===== src/rtl/qdr_pkg.sv =====
package qdr_pkg;
  localparam int BYTE_W = 9;
  typedef enum logic {PH_KN = 1'b0, PH_K = 1'b1} phase_e;
endpackage


===== src/rtl/qdr_byte_merge.sv =====
module qdr_byte_merge #(
  parameter int WORD_W = 36
) (
  input  logic [WORD_W-1:0]                 old_i,
  input  logic [WORD_W-1:0]                 new_i,
  input  logic [WORD_W/qdr_pkg::BYTE_W-1:0] be_ni,
  output logic [WORD_W-1:0]                 out_o
);
  localparam int NB = WORD_W / qdr_pkg::BYTE_W;

  for (genvar g = 0; g < NB; g++) begin : g_byte
    assign out_o[g*qdr_pkg::BYTE_W +: qdr_pkg::BYTE_W] =
      be_ni[g] ? old_i[g*qdr_pkg::BYTE_W +: qdr_pkg::BYTE_W]
               : new_i[g*qdr_pkg::BYTE_W +: qdr_pkg::BYTE_W];
  end
endmodule


===== src/rtl/qdr_wr_buf.sv =====
module qdr_wr_buf #(
  parameter int ADDR_W = 4,
  parameter int WORD_W = 36,
  localparam int NB = WORD_W / qdr_pkg::BYTE_W
) (
  input  logic              clk_i,
  input  logic              rst_ni,
  input  logic              k_edge_i,
  input  logic              wr_sel_ni,
  input  logic [ADDR_W-1:0] addr_i,
  input  logic [WORD_W-1:0] wdata_i,
  input  logic [NB-1:0]     bw_ni,
  output logic              buf_vld_o,
  output logic [ADDR_W-1:0] buf_addr_o,
  output logic [WORD_W-1:0] buf_d0_o,
  output logic [WORD_W-1:0] buf_d1_o,
  output logic [NB-1:0]     buf_be0_o,
  output logic [NB-1:0]     buf_be1_o
);
  logic              half_q;
  logic [WORD_W-1:0] st_d0_q;
  logic [NB-1:0]     st_be0_q;

  always_ff @(posedge clk_i or negedge rst_ni) begin
    if (!rst_ni) begin
      half_q     <= 1'b0;
      st_d0_q    <= '0;
      st_be0_q   <= '1;
      buf_vld_o  <= 1'b0;
      buf_addr_o <= '0;
      buf_d0_o   <= '0;
      buf_d1_o   <= '0;
      buf_be0_o  <= '1;
      buf_be1_o  <= '1;
    end else if (k_edge_i) begin
      // complete buffer is committed by the array on this edge
      buf_vld_o <= 1'b0;
      half_q    <= ~wr_sel_ni;
      if (!wr_sel_ni) begin
        st_d0_q  <= wdata_i;
        st_be0_q <= bw_ni;
      end
    end else begin
      if (half_q) begin
        buf_vld_o  <= 1'b1;
        buf_addr_o <= addr_i;
        buf_d0_o   <= st_d0_q;
        buf_be0_o  <= st_be0_q;
        buf_d1_o   <= wdata_i;
        buf_be1_o  <= bw_ni;
      end
      half_q <= 1'b0;
    end
  end

  a_r3_addr_at_kn: assert property (@(posedge clk_i) disable iff (!rst_ni)
    (half_q && !k_edge_i) |=> buf_vld_o);
  a_r3_commit_at_k: assert property (@(posedge clk_i) disable iff (!rst_ni)
    (buf_vld_o && k_edge_i) |=> !buf_vld_o);
endmodule


===== src/rtl/qdr_array.sv =====
module qdr_array #(
  parameter int ADDR_W = 4,
  parameter int WORD_W = 36,
  localparam int NB    = WORD_W / qdr_pkg::BYTE_W,
  localparam int DEPTH = 1 << ADDR_W
) (
  input  logic              clk_i,
  input  logic              we_i,
  input  logic              buf_vld_i,
  input  logic [ADDR_W-1:0] buf_addr_i,
  input  logic [WORD_W-1:0] buf_d0_i,
  input  logic [WORD_W-1:0] buf_d1_i,
  input  logic [NB-1:0]     buf_be0_i,
  input  logic [NB-1:0]     buf_be1_i,
  input  logic [ADDR_W-1:0] rd_addr_i,
  output logic [WORD_W-1:0] rd_d0_o,
  output logic [WORD_W-1:0] rd_d1_o
);
  logic [2*WORD_W-1:0] mem [DEPTH];
  logic [2*WORD_W-1:0] cur, raw;
  logic [WORD_W-1:0]   mrg0, mrg1;
  logic                hit;

  assign cur = mem[buf_addr_i];
  assign raw = mem[rd_addr_i];

  qdr_byte_merge #(.WORD_W(WORD_W)) u_mrg0 (
    .old_i(cur[WORD_W-1:0]), .new_i(buf_d0_i), .be_ni(buf_be0_i), .out_o(mrg0));
  qdr_byte_merge #(.WORD_W(WORD_W)) u_mrg1 (
    .old_i(cur[2*WORD_W-1:WORD_W]), .new_i(buf_d1_i), .be_ni(buf_be1_i), .out_o(mrg1));

  // forward pending write to a matching read
  assign hit     = buf_vld_i && (buf_addr_i == rd_addr_i);
  assign rd_d0_o = hit ? mrg0 : raw[WORD_W-1:0];
  assign rd_d1_o = hit ? mrg1 : raw[2*WORD_W-1:WORD_W];

  always_ff @(posedge clk_i) begin
    if (we_i) mem[buf_addr_i] <= {mrg1, mrg0};
  end

  a_r7_we_has_data: assert property (@(posedge clk_i) we_i |-> buf_vld_i);
endmodule


===== src/rtl/qdr_rd_pipe.sv =====
module qdr_rd_pipe #(
  parameter int ADDR_W = 4,
  parameter int WORD_W = 36
) (
  input  logic              clk_i,
  input  logic              rst_ni,
  input  logic              k_edge_i,
  input  logic              rd_sel_ni,
  input  logic [ADDR_W-1:0] addr_i,
  input  logic [WORD_W-1:0] arr_d0_i,
  input  logic [WORD_W-1:0] arr_d1_i,
  output logic [ADDR_W-1:0] rd_addr_o,
  output logic [WORD_W-1:0] rdata_o,
  output logic              oe_o
);
  logic              pend_q, second_q;
  logic [WORD_W-1:0] hold_q;

  always_ff @(posedge clk_i or negedge rst_ni) begin
    if (!rst_ni) begin
      pend_q    <= 1'b0;
      second_q  <= 1'b0;
      rd_addr_o <= '0;
      hold_q    <= '0;
      rdata_o   <= '0;
      oe_o      <= 1'b0;
    end else if (k_edge_i) begin
      pend_q <= ~rd_sel_ni;
      if (!rd_sel_ni) rd_addr_o <= addr_i;
      if (pend_q) begin
        rdata_o  <= arr_d0_i;
        hold_q   <= arr_d1_i;
        second_q <= 1'b1;
        oe_o     <= 1'b1;
      end else begin
        rdata_o  <= '0;
        second_q <= 1'b0;
        oe_o     <= 1'b0;
      end
    end else begin
      second_q <= 1'b0;
      if (second_q) begin
        rdata_o <= hold_q;
        oe_o    <= 1'b1;
      end else begin
        rdata_o <= '0;
        oe_o    <= 1'b0;
      end
    end
  end

  a_r2_launch: assert property (@(posedge clk_i) disable iff (!rst_ni)
    (k_edge_i && pend_q) |=> oe_o);
  a_r6_pair: assert property (@(posedge clk_i) disable iff (!rst_ni)
    $rose(oe_o) |=> oe_o);
  a_r6_quiet_bus: assert property (@(posedge clk_i) disable iff (!rst_ni)
    !oe_o |-> (rdata_o == '0));
  a_r6_drop: assert property (@(posedge clk_i) disable iff (!rst_ni)
    (k_edge_i && !pend_q) |=> !oe_o);
endmodule


===== src/rtl/qdr_b2_sram.sv =====
module qdr_b2_sram #(
  parameter int ADDR_W = 4,
  parameter int WORD_W = 36,
  localparam int NB = WORD_W / qdr_pkg::BYTE_W
) (
  input  logic              clk_i,
  input  logic              rst_ni,
  input  logic              rd_sel_ni,
  input  logic              wr_sel_ni,
  input  logic [ADDR_W-1:0] addr_i,
  input  logic [WORD_W-1:0] wdata_i,
  input  logic [NB-1:0]     bw_ni,
  output logic [WORD_W-1:0] rdata_o,
  output logic              rdata_oe_o,
  output logic              k_phase_o
);
  qdr_pkg::phase_e   phase_q;
  logic              k_edge;
  logic              buf_vld;
  logic [ADDR_W-1:0] buf_addr, rd_addr;
  logic [WORD_W-1:0] buf_d0, buf_d1, arr_d0, arr_d1;
  logic [NB-1:0]     buf_be0, buf_be1;

  always_ff @(posedge clk_i or negedge rst_ni) begin
    if (!rst_ni) phase_q <= qdr_pkg::PH_K;
    else         phase_q <= (phase_q == qdr_pkg::PH_K) ? qdr_pkg::PH_KN : qdr_pkg::PH_K;
  end

  assign k_edge    = (phase_q == qdr_pkg::PH_K);
  assign k_phase_o = k_edge;

  qdr_wr_buf #(.ADDR_W(ADDR_W), .WORD_W(WORD_W)) u_wr_buf (
    .clk_i, .rst_ni, .k_edge_i(k_edge), .wr_sel_ni, .addr_i, .wdata_i, .bw_ni,
    .buf_vld_o(buf_vld), .buf_addr_o(buf_addr), .buf_d0_o(buf_d0), .buf_d1_o(buf_d1),
    .buf_be0_o(buf_be0), .buf_be1_o(buf_be1));

  qdr_array #(.ADDR_W(ADDR_W), .WORD_W(WORD_W)) u_array (
    .clk_i, .we_i(buf_vld && k_edge), .buf_vld_i(buf_vld), .buf_addr_i(buf_addr),
    .buf_d0_i(buf_d0), .buf_d1_i(buf_d1), .buf_be0_i(buf_be0), .buf_be1_i(buf_be1),
    .rd_addr_i(rd_addr), .rd_d0_o(arr_d0), .rd_d1_o(arr_d1));

  qdr_rd_pipe #(.ADDR_W(ADDR_W), .WORD_W(WORD_W)) u_rd_pipe (
    .clk_i, .rst_ni, .k_edge_i(k_edge), .rd_sel_ni, .addr_i,
    .arr_d0_i(arr_d0), .arr_d1_i(arr_d1), .rd_addr_o(rd_addr),
    .rdata_o, .oe_o(rdata_oe_o));

  a_r1_alternate: assert property (@(posedge clk_i) disable iff (!rst_ni)
    k_phase_o |=> !k_phase_o);
  a_r1_alternate_back: assert property (@(posedge clk_i) disable iff (!rst_ni)
    !k_phase_o |=> k_phase_o);
endmodule


===== config.mk =====
export PLATFORM = sky130hd
export DESIGN_NAME = qdr_b2_sram
export DESIGN_NICKNAME = d
export VERILOG_FILES = /design/src/rtl/qdr_pkg.sv /design/src/rtl/qdr_byte_merge.sv /design/src/rtl/qdr_wr_buf.sv /design/src/rtl/qdr_array.sv /design/src/rtl/qdr_rd_pipe.sv /design/src/rtl/qdr_b2_sram.sv
export SDC_FILE = /design/constraint.sdc
export NUM_CORES = 2
export LEC_CHECK = 0
export BUFFER_PORTS_ARGS = -buffer_cell sky130_fd_sc_hd__buf_2
export CAP_MARGIN = 30
export CORE_UTILIZATION = 55
export DETAILED_ROUTE_END_ITERATION = 12
export GPL_ROUTABILITY_DRIVEN = 0
export PLACE_DENSITY_LB_ADDON = 0.3
export RECOVER_POWER = 50
export SLEW_MARGIN = 30
export SYNTH_ARGS = -nofsm -noshare
export SYNTH_HDL_FRONTEND = slang
export SYNTH_SLANG_ARGS = --single-unit

===== constraint.sdc =====
create_clock -name clk_i -period 7.85 [get_ports clk_i]
set_input_delay 0.3925 -clock clk_i [delete_from_list [all_inputs] [get_ports clk_i]]
set_output_delay 0.3925 -clock clk_i [all_outputs]
set_load 0.1 [all_outputs]

==> report_table.html <==
<table>
<tr><th>Metric</th><th>Value</th></tr>
<tr><th colspan="2">STA</th></tr>
<tr><td>Final setup violation count</td><td>0</td></tr>
<tr><td>Crit share post-route</td><td>72.1%</td></tr>
<tr><td>Hold Fails Final Rpt</td><td>0</td></tr>
<tr><td>Remaining max-slew budget at the tightest pin</td><td>-176%</td></tr>
<tr><td>Hold Worst Slack</td><td>0.103 ns</td></tr>
<tr><td>Transition time at the pin with the least slew margin</td><td>4.14 ns</td></tr>
<tr><td>Final min period</td><td>5.66 ns</td></tr>
<tr><td>Post-Route Setup TNS</td><td>0 ns</td></tr>
<tr><td>Total count of max-transition violations in the final report</td><td>1,301</td></tr>
<tr><td>Worst Clk Skew</td><td>0.0265 ns</td></tr>
<tr><td>Setup repair after global routing missed its margin</td><td>false</td></tr>
<tr><td>Highest clock frequency the design can meet</td><td>0.177 GHz</td></tr>
<tr><th colspan="2">Place</th></tr>
<tr><td>Post-DP Area</td><td>0.0633 sq mm</td></tr>
<tr><td>Total of buffers placed on input and output ports</td><td>85</td></tr>
<tr><td>HPWL after DPL</td><td>98.1 mm</td></tr>
<tr><th colspan="2">GRT</th></tr>
<tr><td>Met3 Resource Use GR</td><td>7.21%</td></tr>
<tr><td>GRT busiest layer</td><td>met2</td></tr>
<tr><td>Global route total overflow</td><td>0</td></tr>
<tr><td>Total global routing track utilization</td><td>32.4%</td></tr>
<tr><td>Via count of the first global-routing pass</td><td>38,281</td></tr>
<tr><td>Antenna violations before repair</td><td>2</td></tr>
<tr><td>Maximum number of pins on one net before global-route repair</td><td>149</td></tr>
<tr><td>GR met1 Demand/Resource</td><td>43.6%</td></tr>
<tr><td>Met2 routing resource usage after global routing</td><td>51.1%</td></tr>
<tr><td>Global-route wire length before repair</td><td>261 mm</td></tr>
<tr><th colspan="2">Routing</th></tr>
<tr><td>Vias</td><td>37,463</td></tr>
<tr><td>Pre-Repair DR Iteration Count</td><td>8</td></tr>
<tr><td>Total Wirelength</td><td>182 mm</td></tr>
<tr><td>Remaining design rule violation count</td><td>0</td></tr>
<tr><td>Number of DRC violations after detailed-routing iteration 0</td><td>5,799</td></tr>
<tr><td>Post-detailed-route count of antenna-violating nets</td><td>0</td></tr>
<tr><td>Average wire length per cell after detail routing</td><td>35.5 microns</td></tr>
<tr><td>Per-cell via count in the routed design</td><td>7.31</td></tr>
<tr><th colspan="2">Outcome</th></tr>
<tr><td>Violated checks</td><td>capacitance limit, slew limit</td></tr>
<tr><td>Status</td><td>finished, violations left</td></tr>
<tr><th colspan="2">Clock tree</th></tr>
<tr><td>Clock root buffer</td><td>sky130_fd_sc_hd__clkbuf_16</td></tr>
<tr><td>Depth of the CTS H-tree</td><td>4</td></tr>
<tr><td># clock sinks</td><td>1,358</td></tr>
<tr><td>Post-CTS Resized</td><td>0</td></tr>
<tr><td>Clock latency on the worst-skew pair</td><td>0.76 ns</td></tr>
<tr><td>Clock buffer count from CTS</td><td>140</td></tr>
<tr><td>Clock Pin Slew Worst Setup and Hold Paths</td><td>0.06 ns</td></tr>
<tr><td>Buffers from clock root to sink, at most</td><td>3</td></tr>
<tr><td>Clock tree from TritonCTS</td><td>built</td></tr>
<tr><th colspan="2">Finish</th></tr>
<tr><td>Share of post-route cells with drive strength above 1</td><td>30.9%</td></tr>
<tr><td>Most common cell after layout, fill and taps aside</td><td>sky130_fd_sc_hd__edfxtp_1</td></tr>
<tr><td>Post-route cell area</td><td>0.0685 sq mm</td></tr>
<tr><td>Number of nets at the end of the flow</td><td>3,571</td></tr>
<tr><td>Share of the core filled with cells in the final layout</td><td>61.9%</td></tr>
<tr><td>Area Overhead vs Synth</td><td>11.7%</td></tr>
<tr><td>Top library cells by usage in the layout, fill and taps aside</td><td>1,152 x sky130_fd_sc_hd__edfxtp_1, 396 x sky130_fd_sc_hd__mux4_2, 328 x sky130_fd_sc_hd__mux2_2, 298 x sky130_fd_sc_hd__a22oi_1, 188 x sky130_fd_sc_hd__dfrtp_1</td></tr>
<tr><th colspan="2">Synthesis</th></tr>
<tr><td>Most common flop cell mapped by yosys</td><td>sky130_fd_sc_hd__edfxtp_1</td></tr>
<tr><td>Total nets after synthesis</td><td>3,477</td></tr>
<tr><td>Gate Count Post-Synth</td><td>3,429</td></tr>
<tr><td>Syn avg cell area</td><td>17.9 sq um</td></tr>
<tr><td>Count of distinct cell types in the synthesized netlist</td><td>49</td></tr>
<tr><td>FF+latch count, synth</td><td>1,358</td></tr>
<tr><td>Cell area after synthesis</td><td>0.0613 sq mm</td></tr>
<tr><td>Post-synthesis async set-or-reset flop share</td><td>15.2%</td></tr>
<tr><td>Number of enable-type register cells in the synthesized netlist</td><td>1,152</td></tr>
<tr><td>Part of the Yosys area used for sequential elements</td><td>64.9%</td></tr>
<tr><td>Warnings, synthesis</td><td>0</td></tr>
<tr><th colspan="2">Floorplan</th></tr>
<tr><td>Die Ht</td><td>336 microns</td></tr>
<tr><td>Ports placed on the boundary</td><td>86</td></tr>
<tr><td>Initial standard-cell utilization of the core</td><td>55.5%</td></tr>
<tr><td>Floorplan die area</td><td>0.113 sq mm</td></tr>
<tr><td>Placement row count</td><td>122</td></tr>
<tr><td>Width of the die</td><td>336 microns</td></tr>
<tr><td>Core ar.</td><td>0.111 sq mm</td></tr>
<tr><th colspan="2">Setup path</th></tr>
<tr><td>Arrival time reported for the critical path endpoint</td><td>5.93 ns</td></tr>
<tr><td>Reg-to-reg startpoint</td><td>u_wr_buf.buf_addr_o[0]$_DFFE_PN0P_</td></tr>
<tr><td>Setup Crit Path Kind</td><td>reg -&gt; reg</td></tr>
<tr><td>Startpoint type of the worst setup path</td><td>register</td></tr>
<tr><td>Category of the worst setup path capture point</td><td>register</td></tr>
<tr><td>Launching element of the worst setup path</td><td>u_wr_buf.buf_addr_o[0]$_DFFE_PN0P_</td></tr>
<tr><td>Crit Path Max Fanout</td><td>34</td></tr>
<tr><td>Worst endpoint required time</td><td>8.12 ns</td></tr>
<tr><th colspan="2">Min path</th></tr>
<tr><td>Worst min-delay path category</td><td>in -&gt; reg</td></tr>
<tr><td>Hold path startpoint</td><td>bw_ni[1]</td></tr>
<tr><th colspan="2">Pwr</th></tr>
<tr><td>Overall power consumption</td><td>18,000 uW</td></tr>
<tr><td>VDD IR-drop max</td><td>0.239 mV</td></tr>
<tr><td>Pwr/cell area</td><td>263 mW/mm^2</td></tr>
<tr><td>Static power due to leakage</td><td>0.0226 uW</td></tr>
<tr><th colspan="2">Job</th></tr>
<tr><td>Reported max-cap violation count</td><td>38</td></tr>
</table>
[state kept, by name, summed over array words and instances (netlist names)]
name / cells
u_array.mem: 1152
u_rd_pipe.hold_q: 36
u_rd_pipe.rdata_o: 36
u_wr_buf.buf_d0_o: 36
u_wr_buf.buf_d1_o: 36
u_wr_buf.st_d0_q: 36
u_rd_pipe.rd_addr_o: 4
u_wr_buf.buf_addr_o: 4
u_wr_buf.buf_be0_o: 4
u_wr_buf.buf_be1_o: 4
u_wr_buf.st_be0_q: 4
k_phase_o: 1
u_rd_pipe.oe_o: 1
u_rd_pipe.pend_q: 1
u_rd_pipe.second_q: 1
u_wr_buf.buf_vld_o: 1
u_wr_buf.half_q: 1
[power breakdown]
group | internal (uW) | switching (uW) | total, uW
combinational | 862 | 1630 | 2490
sequential | 8380 | 259 | 8640
clock | 4090 | 2770 | 6860
[layout make-up]
type	count	area, sq um
fill	7667	42100
clock inverter	74	868
tap	1488	1860
clock buffer	181	3890
inverter	3	12.5
timing repair buffer	229	1540
sequential	1358	39800
antenna	1	2.50
multi-input combinational	1791	20500
[stage by stage]
stage / setup slack [ns] / instances
global placement: 3.76 / 4818
CTS: 3.49 / 5122
floorplan: 0.803 / 3429
finish: 2.19 / 5125
detailed placement: 3.52 / 4823
global route: 2.17 / 5124
[cell usage after synthesis, types with 3 or more instances]
master,n,area share [%]
sky130_fd_sc_hd__mux2i_1,158,2.6
sky130_fd_sc_hd__o22ai_1,53,0.54
sky130_fd_sc_hd__dfstp_2,13,0.56
sky130_fd_sc_hd__a21boi_1,3,0.037
sky130_fd_sc_hd__buf_4,38,0.47
sky130_fd_sc_hd__nand3_1,74,0.60
sky130_fd_sc_hd__nand2_1,95,0.58
sky130_fd_sc_hd__o21a_1,17,0.21
sky130_fd_sc_hd__buf_2,86,0.70
sky130_fd_sc_hd__a22o_1,19,0.27
sky130_fd_sc_hd__a31o_1,19,0.27
sky130_fd_sc_hd__o22a_1,47,0.67
sky130_fd_sc_hd__mux2_2,329,6.0
sky130_fd_sc_hd__edfxtp_1,1152,56
sky130_fd_sc_hd__a41oi_1,35,0.50
sky130_fd_sc_hd__a22oi_1,298,3.6
sky130_fd_sc_hd__buf_1,16,0.098
sky130_fd_sc_hd__xor2_1,3,0.043
sky130_fd_sc_hd__nor2_1,107,0.66
sky130_fd_sc_hd__o21ai_0,37,0.30
sky130_fd_sc_hd__dfrtp_1,193,7.9
sky130_fd_sc_hd__mux4_2,396,15
sky130_fd_sc_hd__o21ai_1,17,0.14
sky130_fd_sc_hd__nand2b_1,4,0.041
sky130_fd_sc_hd__a221o_1,17,0.28
sky130_fd_sc_hd__a21boi_0,14,0.17
sky130_fd_sc_hd__nor2b_1,7,0.071
sky130_fd_sc_hd__buf_6,21,0.39
sky130_fd_sc_hd__clkbuf_1,116,0.71
sky130_fd_sc_hd__nor3_1,5,0.041
sky130_fd_sc_hd__a221oi_1,17,0.24
[worst paths after layout]
| kind | end | slack (ns) | cells past startpoint |
|---|---|---|---|
| max | u_array.mem[1][67]$_DFFE_PP_ | 2.19 | 4 |
| max reg2reg | u_array.mem[1][67]$_DFFE_PP_ | 2.19 | 4 |
| max in group asynchronous | u_wr_buf.buf_addr_o[1]$_DFFE_PN0P_ | 3.08 | 3 |
| min reg2reg | u_wr_buf.st_d0_q[35]$_DFFE_PN0P_ | 0.50 | 1 |
| min in group asynchronous | u_wr_buf.buf_d1_o[35]$_DFFE_PN0P_ | 0.80 | 2 |
| min | u_wr_buf.buf_be1_o[1]$_DFFE_PN1P_ | 0.10 | 2 |
[worst max-delay path, cell delays in order, from the launching register on]
cell,delay (ns)
sky130_fd_sc_hd__dfrtp_1,0.98
sky130_fd_sc_hd__inv_1,0.70
sky130_fd_sc_hd__or3_1,0.67
sky130_fd_sc_hd__nor3_1,0.34
sky130_fd_sc_hd__clkbuf_1,2.44
[kinds of logic after synthesis]
| group | Yosys count | synth area share [%] |
|---|---|---|
| AOI/OAI and AO/OA | 596 | 7.34 |
| xor gates and xnor gates | 4 | 0.0572 |
| buffers and inverters | 280 | 2.38 |
| DFF | 1358 | 64.9 |
| muxes | 883 | 23.2 |
| and+or+nand+nor | 308 | 2.20 |
[what timing repair did]
| item | in CTS | in global routing |
|---|---|---|
| setup buffers | 0 | 0 |
| hold buffers | 44 | 0 |
| hold endpoints to repair | 175 | 0 |
[per-layer routing]
| metal | part of all wire (%) | wire, microns |
|---|---|---|
| met1 | 36 | 65300 |
| met2 | 47 | 85300 |
| met3 | 12 | 22300 |
| met4 | 4.8 | 8800 |
| met5 | 0.041 | 74 |
Power figures use the tool's default switching activity.
